### config.mk
export PLATFORM = sky130hd
export DESIGN_NAME = dma_hold_addr_gen
export DESIGN_NICKNAME = d
export VERILOG_FILES = /design/src/rtl/dma_hold_pkg.sv /design/src/rtl/hold_mode_reg.sv /design/src/rtl/hold_addr_unit.sv /design/src/rtl/dma_hold_addr_gen.sv
export SDC_FILE = /design/constraint.sdc
export NUM_CORES = 1
export LEC_CHECK = 0
export ABC_AREA = 1
export BUFFER_PORTS_ARGS = -buffer_cell sky130_fd_sc_hd__buf_2
export CORE_MARGIN = 3
export CORE_UTILIZATION = 45
export DETAILED_ROUTE_END_ITERATION = 16
export SYNTH_ARGS = -nofsm -noshare
export SYNTH_HDL_FRONTEND = slang
export SYNTH_SLANG_ARGS = --single-unit
### constraint.sdc
create_clock -name clk -period 6.18 [get_ports clk]
set_input_delay 1.236 -clock clk [delete_from_list [all_inputs] [get_ports clk]]
set_output_delay 1.236 -clock clk [all_outputs]
set_load 0.02 [all_outputs]
### src/rtl/dma_hold_pkg.sv
package dma_hold_pkg;
  localparam int MODE_W       = 32;
  localparam int CODE_W       = 2;
  localparam int SRC_EN_BIT   = 12;
  localparam int DST_EN_BIT   = 13;
  localparam int SRC_CODE_LSB = 14;
  localparam int DST_CODE_LSB = 16;

  typedef struct packed {
    logic              en;
    logic [CODE_W-1:0] code;
  } hold_cfg_t;

  typedef struct packed {
    logic              legal;
    logic              off;
    logic [CODE_W-1:0] code;
  } size_dec_t;

  // Decode a requested byte size into hold fields.
  function automatic size_dec_t decode_size(input int unsigned sz);
    size_dec_t d;
    d = '0;
    case (sz)
      0:       begin d.legal = 1'b1; d.off = 1'b1; end
      1:       begin d.legal = 1'b1; d.code = 2'd0; end
      2:       begin d.legal = 1'b1; d.code = 2'd1; end
      4:       begin d.legal = 1'b1; d.code = 2'd2; end
      8:       begin d.legal = 1'b1; d.code = 2'd3; end
      default: d.legal = 1'b0;
    endcase
    return d;
  endfunction
endpackage

### src/rtl/hold_mode_reg.sv
module hold_mode_reg
  import dma_hold_pkg::*;
#(
  parameter int SIZE_W = 8
) (
  input  logic                         clk,
  input  logic                         rst_n,
  input  logic                         cfg_we,
  input  logic                         cfg_dst,
  input  logic [SIZE_W-1:0]            cfg_size,
  output hold_cfg_t [1:0]              side_cfg,
  output logic [MODE_W-1:0]            mode_word
);
  size_dec_t dec;
  assign dec = decode_size(32'(cfg_size));

  for (genvar s = 0; s < 2; s++) begin : g_side
    hold_cfg_t q;
    always_ff @(posedge clk) begin
      if (!rst_n) begin
        q <= '0;
      end else if (cfg_we && (cfg_dst == 1'(s)) && dec.legal) begin
        if (dec.off) q.en <= 1'b0;
        else         q    <= '{en: 1'b1, code: dec.code};
      end
    end
    assign side_cfg[s] = q;
  end

  always_comb begin
    mode_word = '0;
    mode_word[SRC_EN_BIT]                 = side_cfg[0].en;
    mode_word[DST_EN_BIT]                 = side_cfg[1].en;
    mode_word[SRC_CODE_LSB +: CODE_W]     = side_cfg[0].code;
    mode_word[DST_CODE_LSB +: CODE_W]     = side_cfg[1].code;
  end
endmodule

### src/rtl/hold_addr_unit.sv
module hold_addr_unit
  import dma_hold_pkg::*;
#(
  parameter int AW = 32
) (
  input  logic          clk,
  input  logic          rst_n,
  input  logic [AW-1:0] base_i,
  input  logic          load_i,
  input  logic          adv_i,
  input  hold_cfg_t     cfg_i,
  input  logic [1:0]    beat_code_i,
  output logic [AW-1:0] addr_o
);
  localparam int LB_W = 4;

  logic [AW-1:0]   base_q, addr_q, step, mask, nxt;
  logic [LB_W-1:0] loop_b, beat_b;

  assign loop_b = 4'd1 << cfg_i.code;
  assign beat_b = 4'd1 << beat_code_i;
  assign step   = AW'(beat_b);
  assign mask   = AW'(loop_b) - AW'(1);

  always_comb begin
    if (!cfg_i.en)            nxt = addr_q + step;
    else if (beat_b > loop_b) nxt = base_q;
    else                      nxt = base_q + ((addr_q - base_q + step) & mask);
  end

  always_ff @(posedge clk) begin
    if (!rst_n) begin
      base_q <= '0;
      addr_q <= '0;
    end else if (load_i) begin
      base_q <= base_i;
      addr_q <= base_i;
    end else if (adv_i) begin
      addr_q <= nxt;
    end
  end

  assign addr_o = addr_q;
endmodule

### src/rtl/dma_hold_addr_gen.sv
module dma_hold_addr_gen
  import dma_hold_pkg::*;
#(
  parameter int AW     = 32,
  parameter int SIZE_W = 8
) (
  input  logic              clk,
  input  logic              rst_n,
  input  logic              cfg_we,
  input  logic              cfg_dst,
  input  logic [SIZE_W-1:0] cfg_size,
  input  logic [1:0]        beat_code,
  input  logic [AW-1:0]     src_base,
  input  logic              src_load,
  input  logic              src_adv,
  input  logic [AW-1:0]     dst_base,
  input  logic              dst_load,
  input  logic              dst_adv,
  output logic [AW-1:0]     src_addr,
  output logic [AW-1:0]     dst_addr,
  output logic [MODE_W-1:0] mode_o
);
  hold_cfg_t [1:0]        side_cfg;
  logic [1:0][AW-1:0]     base_v, addr_v;
  logic [1:0]             load_v, adv_v;

  assign base_v = {dst_base, src_base};
  assign load_v = {dst_load, src_load};
  assign adv_v  = {dst_adv, src_adv};

  hold_mode_reg #(.SIZE_W(SIZE_W)) u_mode (
    .clk(clk), .rst_n(rst_n), .cfg_we(cfg_we), .cfg_dst(cfg_dst),
    .cfg_size(cfg_size), .side_cfg(side_cfg), .mode_word(mode_o)
  );

  for (genvar s = 0; s < 2; s++) begin : g_unit
    hold_addr_unit #(.AW(AW)) u_unit (
      .clk(clk), .rst_n(rst_n), .base_i(base_v[s]), .load_i(load_v[s]),
      .adv_i(adv_v[s]), .cfg_i(side_cfg[s]), .beat_code_i(beat_code),
      .addr_o(addr_v[s])
    );
  end

  assign src_addr = addr_v[0];
  assign dst_addr = addr_v[1];
endmodule

Word-level counts from Yosys, hierarchy flattened
Index checks and enable logic that the tools add are counted.

Magnitude comparators: 2. Reduce and logical (&&, ||, !) cells: 10. Shifts and indexed selects: 3. Bitwise logic cells: 4. Muxes and demuxes: 12. Equal/unequal tests: 4. $add $sub $neg: 10.

Operators by type and width (number): 32-bit two-way mux (8); 32-bit by 4-bit adder with 32-bit output (4); 32-bit adder (2); 32-bit bitwise AND (2); 32-bit subtractor (2); 1-bit by 2-bit << shifter with 4-bit output (first input constant) (3); 4-bit by 1-bit subtractor with 5-bit output (second input constant) (2); 8-bit by 1-bit equality test with 1-bit output (second input constant) (1); 8-bit by 2-bit equality test with 1-bit output (second input constant) (1); 8-bit by 3-bit equality test with 1-bit output (second input constant) (1); 8-bit by 4-bit equality test with 1-bit output (second input constant) (1); 4-bit greater-than comparator (2); 8-bit zero test (1); 2-bit one-hot mux with 3 select lines (1); 5-bit OR reduction (1); 1-bit logical AND (4); 2-bit AND reduction (2); 2-bit nonzero test (2); 1-bit two-way mux (3); 1-bit inverter (2).

Output and inout port bits: 96. Word-level logic and storage cells: 53. Input bits: 82. Flip-flop bits (word level): 134.

Logic depth before layout (Yosys ltp)
Gate-level depths: netlist of run 1.

Word-level depth: 8. Gate-level depth with buffers: 40. Gate-level depth less buffers: 40.

Modules after synthesis
Synthesis of run 1 repeated with hierarchy kept, for this count alone.

Cell total of the unflattened synthesis: 2728. Area, all modules: 16732.3 um^2.

Modules (own cells, without submodules): hold_addr_unit at g_unit[0].u_unit (cells each 1306, seq. area each 1281.2 um^2, instances 1, area an instance 8067.7 um^2); hold_addr_unit at g_unit[1].u_unit (cells each 1329, seq. area each 1281.2 um^2, instances 1, area an instance 8047.7 um^2); hold_mode_reg (cells each 93, seq. area each 120.1 um^2, instances 1, area an instance 616.8 um^2).

Least setup slack after synthesis of run 1
No wires, ideal clock.

Path kind: in2reg. Start point: input port beat_code[1]. End point: register g_unit[0].u_unit.addr_q[29]. Stages on the path: 31. Path slack: 1.022 ns. Path buffers: 0. Arrival: 5.088 ns. Library setup time: 0.070 ns. Data required time: 6.110 ns. Cell sequence: inv_1 > nand2_2 > xor2_1 > inv_1 > ha_1 > inv_1 > fa_1 > inv_1 > nand3_1 > nand2_1 > nand2_1 > a21oi_1 > a21boi_0 > inv_1 > a21o_1 > a21oi_1 > o21ai_0 > o21ai_0 > a21oi_1 > ha_1 > a21oi_1 > o21ai_0 > a21oi_1 > nor2_1 > nor3_1 > nand2_1 > a21oi_1 > o21ai_0 > nand3_1 > nand3_1 > a21oi_1.

Cells in the longest elaborated chain, start to end: 8. Elaborated cells on any way between the ends: 10. Classes of those cells: add/sub: 3; order compare: 1; shift: 1; mux: 4; bitwise: 1.

Ends and longest elaborated chain: from (decl) (line dma_hold_addr_gen.sv:12) `input logic [1:0] beat_code,`; 1-bit by 2-bit << shifter with 4-bit output * (line hold_addr_unit.sv:21) `assign beat_b = 4'd1 << beat_code_i;`; 32-bit by 4-bit adder with 32-bit output (line hold_addr_unit.sv:28) `else nxt = base_q + ((addr_q - base_q + step) & mask);`; 32-bit bitwise AND (line hold_addr_unit.sv:28); 32-bit adder (line hold_addr_unit.sv:28); 32-bit two-way mux (line hold_addr_unit.sv:27) `else if (beat_b > loop_b) nxt = base_q;`; 32-bit two-way mux * (line hold_addr_unit.sv:26) `if (!cfg_i.en) nxt = addr_q + step;`; 32-bit two-way mux * (line hold_addr_unit.sv:38) `end else if (adv_i) begin`; 32-bit two-way mux * (line hold_addr_unit.sv:35) `end else if (load_i) begin`; to (signal assigned) (line hold_addr_unit.sv:37) `addr_q <= base_i;`; to (signal assigned) (line hold_addr_unit.sv:39) `addr_q <= nxt;`; to (decl) (line hold_addr_unit.sv:17) `logic [AW-1:0] base_q, addr_q, step, mask, nxt;`.

Every way passes the cells marked *; elsewhere a longest branch is shown, timed or not. The select of a mux whose other input is x is not followed. A chain may end at the register's enable or synchronous reset.

Worst setup path in the final report of run 1
Start point: input port beat_code[0]. End point: register g_unit[0].u_unit.addr_q[24].

The elaborated chain is that of the path after synthesis.

==> results.sh, run 1 <==
export IMPL_p_seq_frac=0.308
export IMPL_syn_inst=2768
export IMPL_synth_compound_area_frac=0.219
export IMPL_synth_area_leader_cell="nand2_1"
export IMPL_ant_nets=0
export IMPL_drive_gt1_frac=0.0940
export IMPL_drt_iter0_drc=1368
export IMPL_yosysWarnings=0
export IMPL_timing_setup_tns_ps=0
export IMPL_initial_utilization=0.463
export IMPL_totalWireLength_um=65700
export IMPL_async_flop_share=0
export IMPL_synth_edff_count=0
export IMPL_synth_distinct_cells=56
export IMPL_ys_seq_area_frac=0.161
export IMPL_grt_pass1_vias=19000
export IMPL_grt_usage=0.332
export IMPL_p_switching_mw=1.38
export IMPL_clock_sinks=134
export IMPL_pre_cts_slack_ps=27.3
export IMPL_die_w_um=199
export IMPL_cts_tree="yes"
export IMPL_hold_depth=2
export IMPL_hpwl_um=52400
export IMPL_synth_simple_gate_area_share=0.319
export IMPL_wl_per_cell_um=19.5
export IMPL_ys_ff_latch=134
export IMPL_coreArea_um2=36100
export IMPL_period_needed_ps=5730
export IMPL_power_frac_comb=0.363
export IMPL_r2r_start="g_unit[0].u_unit.base_q[1]$_SDFFE_PN0P_"
export IMPL_num_rows=69
export IMPL_place_gp_congestion=1.04
export IMPL_met1_usage=0.415
export IMPL_yosysTopAreaCellShare=0.171
export IMPL_synthXorXnorAreaFrac=0.0472
export IMPL_clk_path_buf_depth=2
export IMPL_cp_required_ps=6570
export IMPL_setup_ws_ps=446
export IMPL_start_kind="input pin"
export IMPL_slowest_stage="ha_1"
export IMPL_r2r_cells=28
export IMPL_ir_worst_vdd_mv=0.203
export IMPL_max_cap_violations=0
export IMPL_drc_errors=0
export IMPL_vias=19100
export IMPL_clock_latency_ps=470
export IMPL_crit_arrival_ps=6130
export IMPL_use_met3=0.0376
export IMPL_grt_pass1_wl_um=103000
export IMPL_syn_to_final_growth_pct=10.7
export IMPL_cp_common_cell="nand2_1"
export IMPL_synth_area_um2=16700
export IMPL_synth_mux_area_frac=0
export IMPL_synth_top_family_by_area="simple AND/OR/NAND/NOR gates"
export IMPL_critPathMaxFanout=7
export IMPL_diodes=0
export IMPL_grt_overflow=0
export IMPL_yosys_area_share_adder=0.150
export IMPL_max_stage_delay_ps=420
export IMPL_critPathLaunch="beat_code[0]"
export IMPL_cts_buffers=17
export IMPL_finalSetupViolations=0
export IMPL_io_pins=178
export IMPL_grt_busiest_layer="met2"
export IMPL_period_share=0.928
export IMPL_hold_start="g_unit[1].u_unit.base_q[5]$_SDFFE_PN0P_"
export IMPL_status="finished, final reports clean"
export IMPL_maxSlewHeadroom=0.304
export IMPL_cts_max_level=4
export IMPL_p_leak_nw=8.87
export IMPL_hold_buffers=0
export IMPL_clkTransAtPathRegs_ps=60
export IMPL_internal_power_mw=1.91
export IMPL_die_area_um2=39500
export IMPL_grt_start_max_net_pins=79
export IMPL_nets=3182
export IMPL_worst_pin_slew_ps=1030
export IMPL_r2r_slack_ps=1060
export IMPL_rsz0062_at_grt="false"
export IMPL_grt_antenna_before_repair=0
export IMPL_grt_util_met2=0.580
export IMPL_die_y_um=199
export IMPL_ys_top_cells_by_area="nand2_1 (17%), dfxtp_1 (16%), ha_1 (15%)"
export IMPL_maxSlewViolCount=0
export IMPL_fmax_ghz=0.174
export IMPL_synth_flop_cell="dfxtp_1"
export IMPL_root_buffer="clkbuf_16"
export IMPL_finClkSkew_ps=15.1
export IMPL_clkPwrFrac=0.329
export IMPL_switching_share=0.419
export IMPL_io_buffers=151
export IMPL_viasPerCell=5.67
export IMPL_cellPowerDensity_nw_per_um2=177
export IMPL_hp_class="flip-flop to flip-flop"
export IMPL_dr_pass1_iters=5
export IMPL_finalHoldViolations=0
export IMPL_crit_path_end_kind="flip-flop"
export IMPL_avgSynthCellArea_um2=6.03
export IMPL_critPathKind="input pin to flip-flop"
[timing repair]
| action | 4_1_cts | 5_1_grt |
|---|---|---|
| endpoints found under the setup margin | 0 | 10 |
| resized for setup | 0 | 5 |
| buffers inserted | 0 | 0 |
[power groups by stage]
stage | registers [mW] | clock network (mW) | logic (mW)
after floorplan | 1.02 | 0 | 0.805
after global placement | 1.03 | 0 | 1.16
after detailed placement | 1.03 | 0 | 1.17
after CTS | 1.01 | 1.08 | 1.17
after global routing | 1.02 | 1.13 | 1.33
final | 1.01 | 1.08 | 1.19
[state kept, by name, summed over array words and instances, names as in the netlist]
| signal | flops |
|---|---|
| g_unit.u_unit.addr_o | 64 |
| u_mode.mode_word | 6 |
| g_unit.u_unit.base_q | 64 |
[per-stage QoR]
stage                     hold WS (ps)  instances  cell area [um2]  utilization  total power, mW
final                              490       3376            18500        0.512             3.28
after global routing               508       3376            18500        0.512             3.48
after global placement             475       3344            17900        0.496             2.18
after detailed placement           480       3344            17900        0.496             2.19
after floorplan                    454       2795            16800            -             1.82
after CTS                          493       3376            18500        0.512             3.27
[synthesized netlist by cell type (all sizes together) (16+ instances only)]
master,instances
a21boi,26
buf,52
or2,16
o21bai,19
nand3,126
xor2,50
nor3,55
dfxtp,134
o21ai,182
nand4,38
a21oi,316
nor2,230
o211ai,39
clkbuf,45
inv,326
a31oi,37
ha,194
nand2,773
xnor2,40
[final timing paths]
| check | endpoint |
|---|---|
| setup / recovery | g_unit[0].u_unit.addr_o[24]$_SDFFE_PN0P_ |
| hold / removal | g_unit[1].u_unit.base_q[5]$_SDFFE_PN0P_ |
| setup reg to reg | g_unit[0].u_unit.addr_o[24]$_SDFFE_PN0P_ |
| hold reg to reg | g_unit[1].u_unit.base_q[5]$_SDFFE_PN0P_ |
[kinds of logic after synthesis]
group / Yosys count
AOI/OAI and AO/OA: 656
xor gates and xnor gates: 90
adders and majority gates: 198
buffers and inverters: 424
DFF: 134
other: 1
and+or+nand+nor: 1265
[area by class of cell]
| type | count | area (um2) |
|---|---|---|
| clock buffers | 20 | 467 |
| clock inverters | 12 | 118 |
| fillers | 3869 | 17600 |
| inverters | 327 | 1230 |
| multi-input cells | 2237 | 12400 |
| flip-flops and latches | 134 | 2680 |
| well taps | 461 | 577 |
| repair buffers | 185 | 1010 |
[worst max-delay path: cells and delay by family]
kind            cells  cell delay, ps
simple gates       12            1370
xor+xnor            2             310
buf+inv             5             520
fa+ha+maj           3            1040
compound gates      8            1660
[per-layer routing]
layer  up-vias  wire length (um)  part of all wire
met2       620             31800              0.48
met4         0              2730             0.042
met3       146              3300             0.050
met5         -                 0                 0
met1      8892             27900              0.43
li1       9486                 -                 -
[layout by cell type (no fill, tap or decap), types with 6 or more instances in the layout]
master,synthesis,layout
xnor2_1,40,40
a21oi_1,316,314
a21o_1,12,12
nor4_1,12,12
dfxtp_1,134,134
o211ai_1,38,38
buf_4,31,34
nand2_2,7,7
nor3_1,52,52
nor2_1,224,221
o21bai_1,19,19
inv_2,7,6
o21ai_0,172,169
a31oi_1,37,37
a21boi_0,26,26
conb_1,1,28
nand2_1,763,763
nand3_1,120,120
buf_2,12,151
or2_2,11,11
ha_1,194,194
clkbuf_16,0,17
inv_1,319,319
o21ai_1,9,12
xor2_1,50,50
nand3_2,6,6
nand4_1,36,36
Power figures use the tool's default switching activity.
==> inputs of run 2 (changes only) <==
Settings changed: CELL_PAD_IN_SITES_DETAIL_PLACEMENT set to 1, CELL_PAD_IN_SITES_GLOBAL_PLACEMENT set to 2, CORE_UTILIZATION 45 to 33, PLACE_DENSITY_LB_ADDON set to 0.1.
==> results.sh, run 2 (synthesis gave the netlist of run 1 again) <==
export IMPL_clock_latency_ps=500
export IMPL_internal_power_mw=1.96
export IMPL_switching_share=0.416
export IMPL_grt_overflow=0
export IMPL_final_area_um2=19100
export IMPL_hold_buffers=0
export IMPL_dr_pass1_iters=6
export IMPL_cts_buffers=17
export IMPL_grt_start_max_net_pins=65
export IMPL_diodes=0
export IMPL_cellPowerDensity_nw_per_um2=176
export IMPL_p_leak_nw=9.10
export IMPL_viasPerCell=5.35
export IMPL_hold_start="g_unit[1].u_unit.base_q[31]$_SDFFE_PN0P_"
export IMPL_clkPwrFrac=0.330
export IMPL_vias=19400
export IMPL_p_seq_frac=0.300
export IMPL_place_gp_congestion=0.958
export IMPL_grt_pass1_vias=20300
export IMPL_initial_utilization=0.338
export IMPL_clock_sinks=134
export IMPL_root_buffer="clkbuf_16"
export IMPL_clk_path_buf_depth=2
export IMPL_post_cts_buffers=0
export IMPL_grt_usage=0.288
export IMPL_dpl_cell_count=3593
export IMPL_layout_common_cells="nand2_1 (763), inv_1 (319), a21oi_1 (314)"
export IMPL_r2r_slack_ps=1040
export IMPL_num_rows=81
export IMPL_place_area_um2=18500
export IMPL_die_area_um2=53300
export IMPL_critPathKind="input pin to flip-flop"
export IMPL_grt_pass1_wl_um=118000
export IMPL_die_w_um=231
export IMPL_drt_iter0_drc=932
export IMPL_holdWs_ps=487
export IMPL_critPathMaxFanout=5
export IMPL_io_buffers=151
export IMPL_drc_errors=0
export IMPL_nets=3228
export IMPL_die_y_um=231
export IMPL_ir_worst_vdd_mv=0.216
export IMPL_cp_required_ps=6540
export IMPL_finalHoldViolations=0
export IMPL_crit_path_end_kind="flip-flop"
export IMPL_maxSlewHeadroom=0.336
export IMPL_status="finished, final reports clean"
export IMPL_r2r_cells=31
export IMPL_hpwl_um=62900
export IMPL_clkTransAtPathRegs_ps=70
export IMPL_min_to="g_unit[1].u_unit.base_q[31]$_SDFFE_PN0P_"
export IMPL_wl_per_cell_um=21.5
export IMPL_period_needed_ps=5680
export IMPL_timing_setup_tns_ps=0
export IMPL_period_share=0.919
export IMPL_io_pins=178
export IMPL_drive_gt1_frac=0.107
export IMPL_grt_antenna_before_repair=0
export IMPL_coreArea_um2=49500
export IMPL_finClkSkew_ps=13.0
export IMPL_cts_tree="yes"
export IMPL_cp_common_cell="nand2_1"
export IMPL_max_stage_delay_ps=360
export IMPL_slowest_stage="fa_1"
export IMPL_start_kind="input pin"
export IMPL_max_cap_violations=0
export IMPL_ant_nets=0
export IMPL_regToRegEndpoint="g_unit[1].u_unit.addr_o[28]$_SDFFE_PN0P_"
export IMPL_fmax_ghz=0.176
export IMPL_maxSlewViolCount=0
export IMPL_worst_pin_slew_ps=995
export IMPL_totalWireLength_um=77800
export IMPL_finalSetupViolations=0
export IMPL_hp_class="flip-flop to flip-flop"
export IMPL_crit_arrival_ps=6040
export IMPL_final_cells=3625
export IMPL_cts_max_level=4
export IMPL_p_switching_mw=1.40
export IMPL_syn_to_final_growth_pct=14.4
export IMPL_power_frac_comb=0.370
export IMPL_hold_depth=2
export IMPL_final_common_cell="nand2_1"
export IMPL_r2r_start="g_unit[1].u_unit.addr_o[0]$_SDFFE_PN0P_"
[run 2: cell types whose count changed in the layout (fill, tap and decap cells not counted), moves of 2 or more]
| cell | previous run | this run |
|---|---|---|
| clkinvlp_4 | 4 | 2 |
| bufinv_16 | 1 | 3 |
| buf_4 | 34 | 80 |
| clkbuf_8 | 3 | 0 |
| o21ai_0 | 169 | 171 |
| o21ai_1 | 12 | 10 |
| inv_6 | 4 | 2 |
| clkbuf_1 | 0 | 4 |
[run 2: worst max path at each step]
stage,slack (ps),cells after the start,from,to
finish,500,33,beat_code[1],g_unit[1].u_unit.addr_o[28]$_SDFFE_PN0P_
detailed placement,-100,31,beat_code[1],g_unit[1].u_unit.addr_o[24]$_SDFFE_PN0P_
global placement,10,31,beat_code[1],g_unit[1].u_unit.addr_o[24]$_SDFFE_PN0P_
global route,-1,33,beat_code[1],g_unit[0].u_unit.addr_o[31]$_SDFFE_PN0P_
CTS,410,31,beat_code[1],g_unit[1].u_unit.addr_o[24]$_SDFFE_PN0P_
floorplan,1020,31,beat_code[1],g_unit[0].u_unit.addr_o[29]$_SDFFE_PN0P_
[run 2: power by group through the flow]
stage               sequential, mW  clock, mW  combinational (mW)
floorplan                     1.02          0               0.805
global placement              1.03          0                1.21
detailed placement            1.03          0                1.23
CTS                           1.01       1.14                1.24
global route                  1.02       1.17                1.39
finish                        1.01       1.11                1.24
[run 2: worst max-delay path, delay by kind of cell]
family | cells | cell delay [ps]
fa+ha+maj | 3 | 960
compound gates | 8 | 1460
buf+inv | 8 | 820
simple gates | 13 | 1390
xor+xnor | 1 | 170
[run 2: per-stage QoR]
stage | worst slack, ps | util | power, mW
final | 498 | 0.386 | 3.37
after CTS | 414 | 0.386 | 3.39
after detailed placement | -101 | 0.374 | 2.26
after global routing | -1.27 | 0.386 | 3.58
after floorplan | 1020 | - | 1.82
after global placement | 11.3 | 0.374 | 2.24
[run 2: area by class of cell]
type	count	area [um2]
Multi-Input combinational cell	2237	12400
Timing Repair Buffer	231	1360
Clock buffer	21	440
Clock inverter	11	150
Sequential cell	134	2680
Inverter	327	1230
Fill cell	6682	30400
Tap cell	664	831
[run 2: metal layers]
layer	track usage	wire length (um)
met5	0	0
met4	0.101	2560
met3	0.0290	2120
met2	0.522	38800
met1	0.353	34400
[run 2: what timing repair did]
item / 4_1_cts / 5_1_grt
hold endpoints to repair: 0 / 0
gates resized for setup: 0 / 5
setup endpoints to repair: 0 / 8
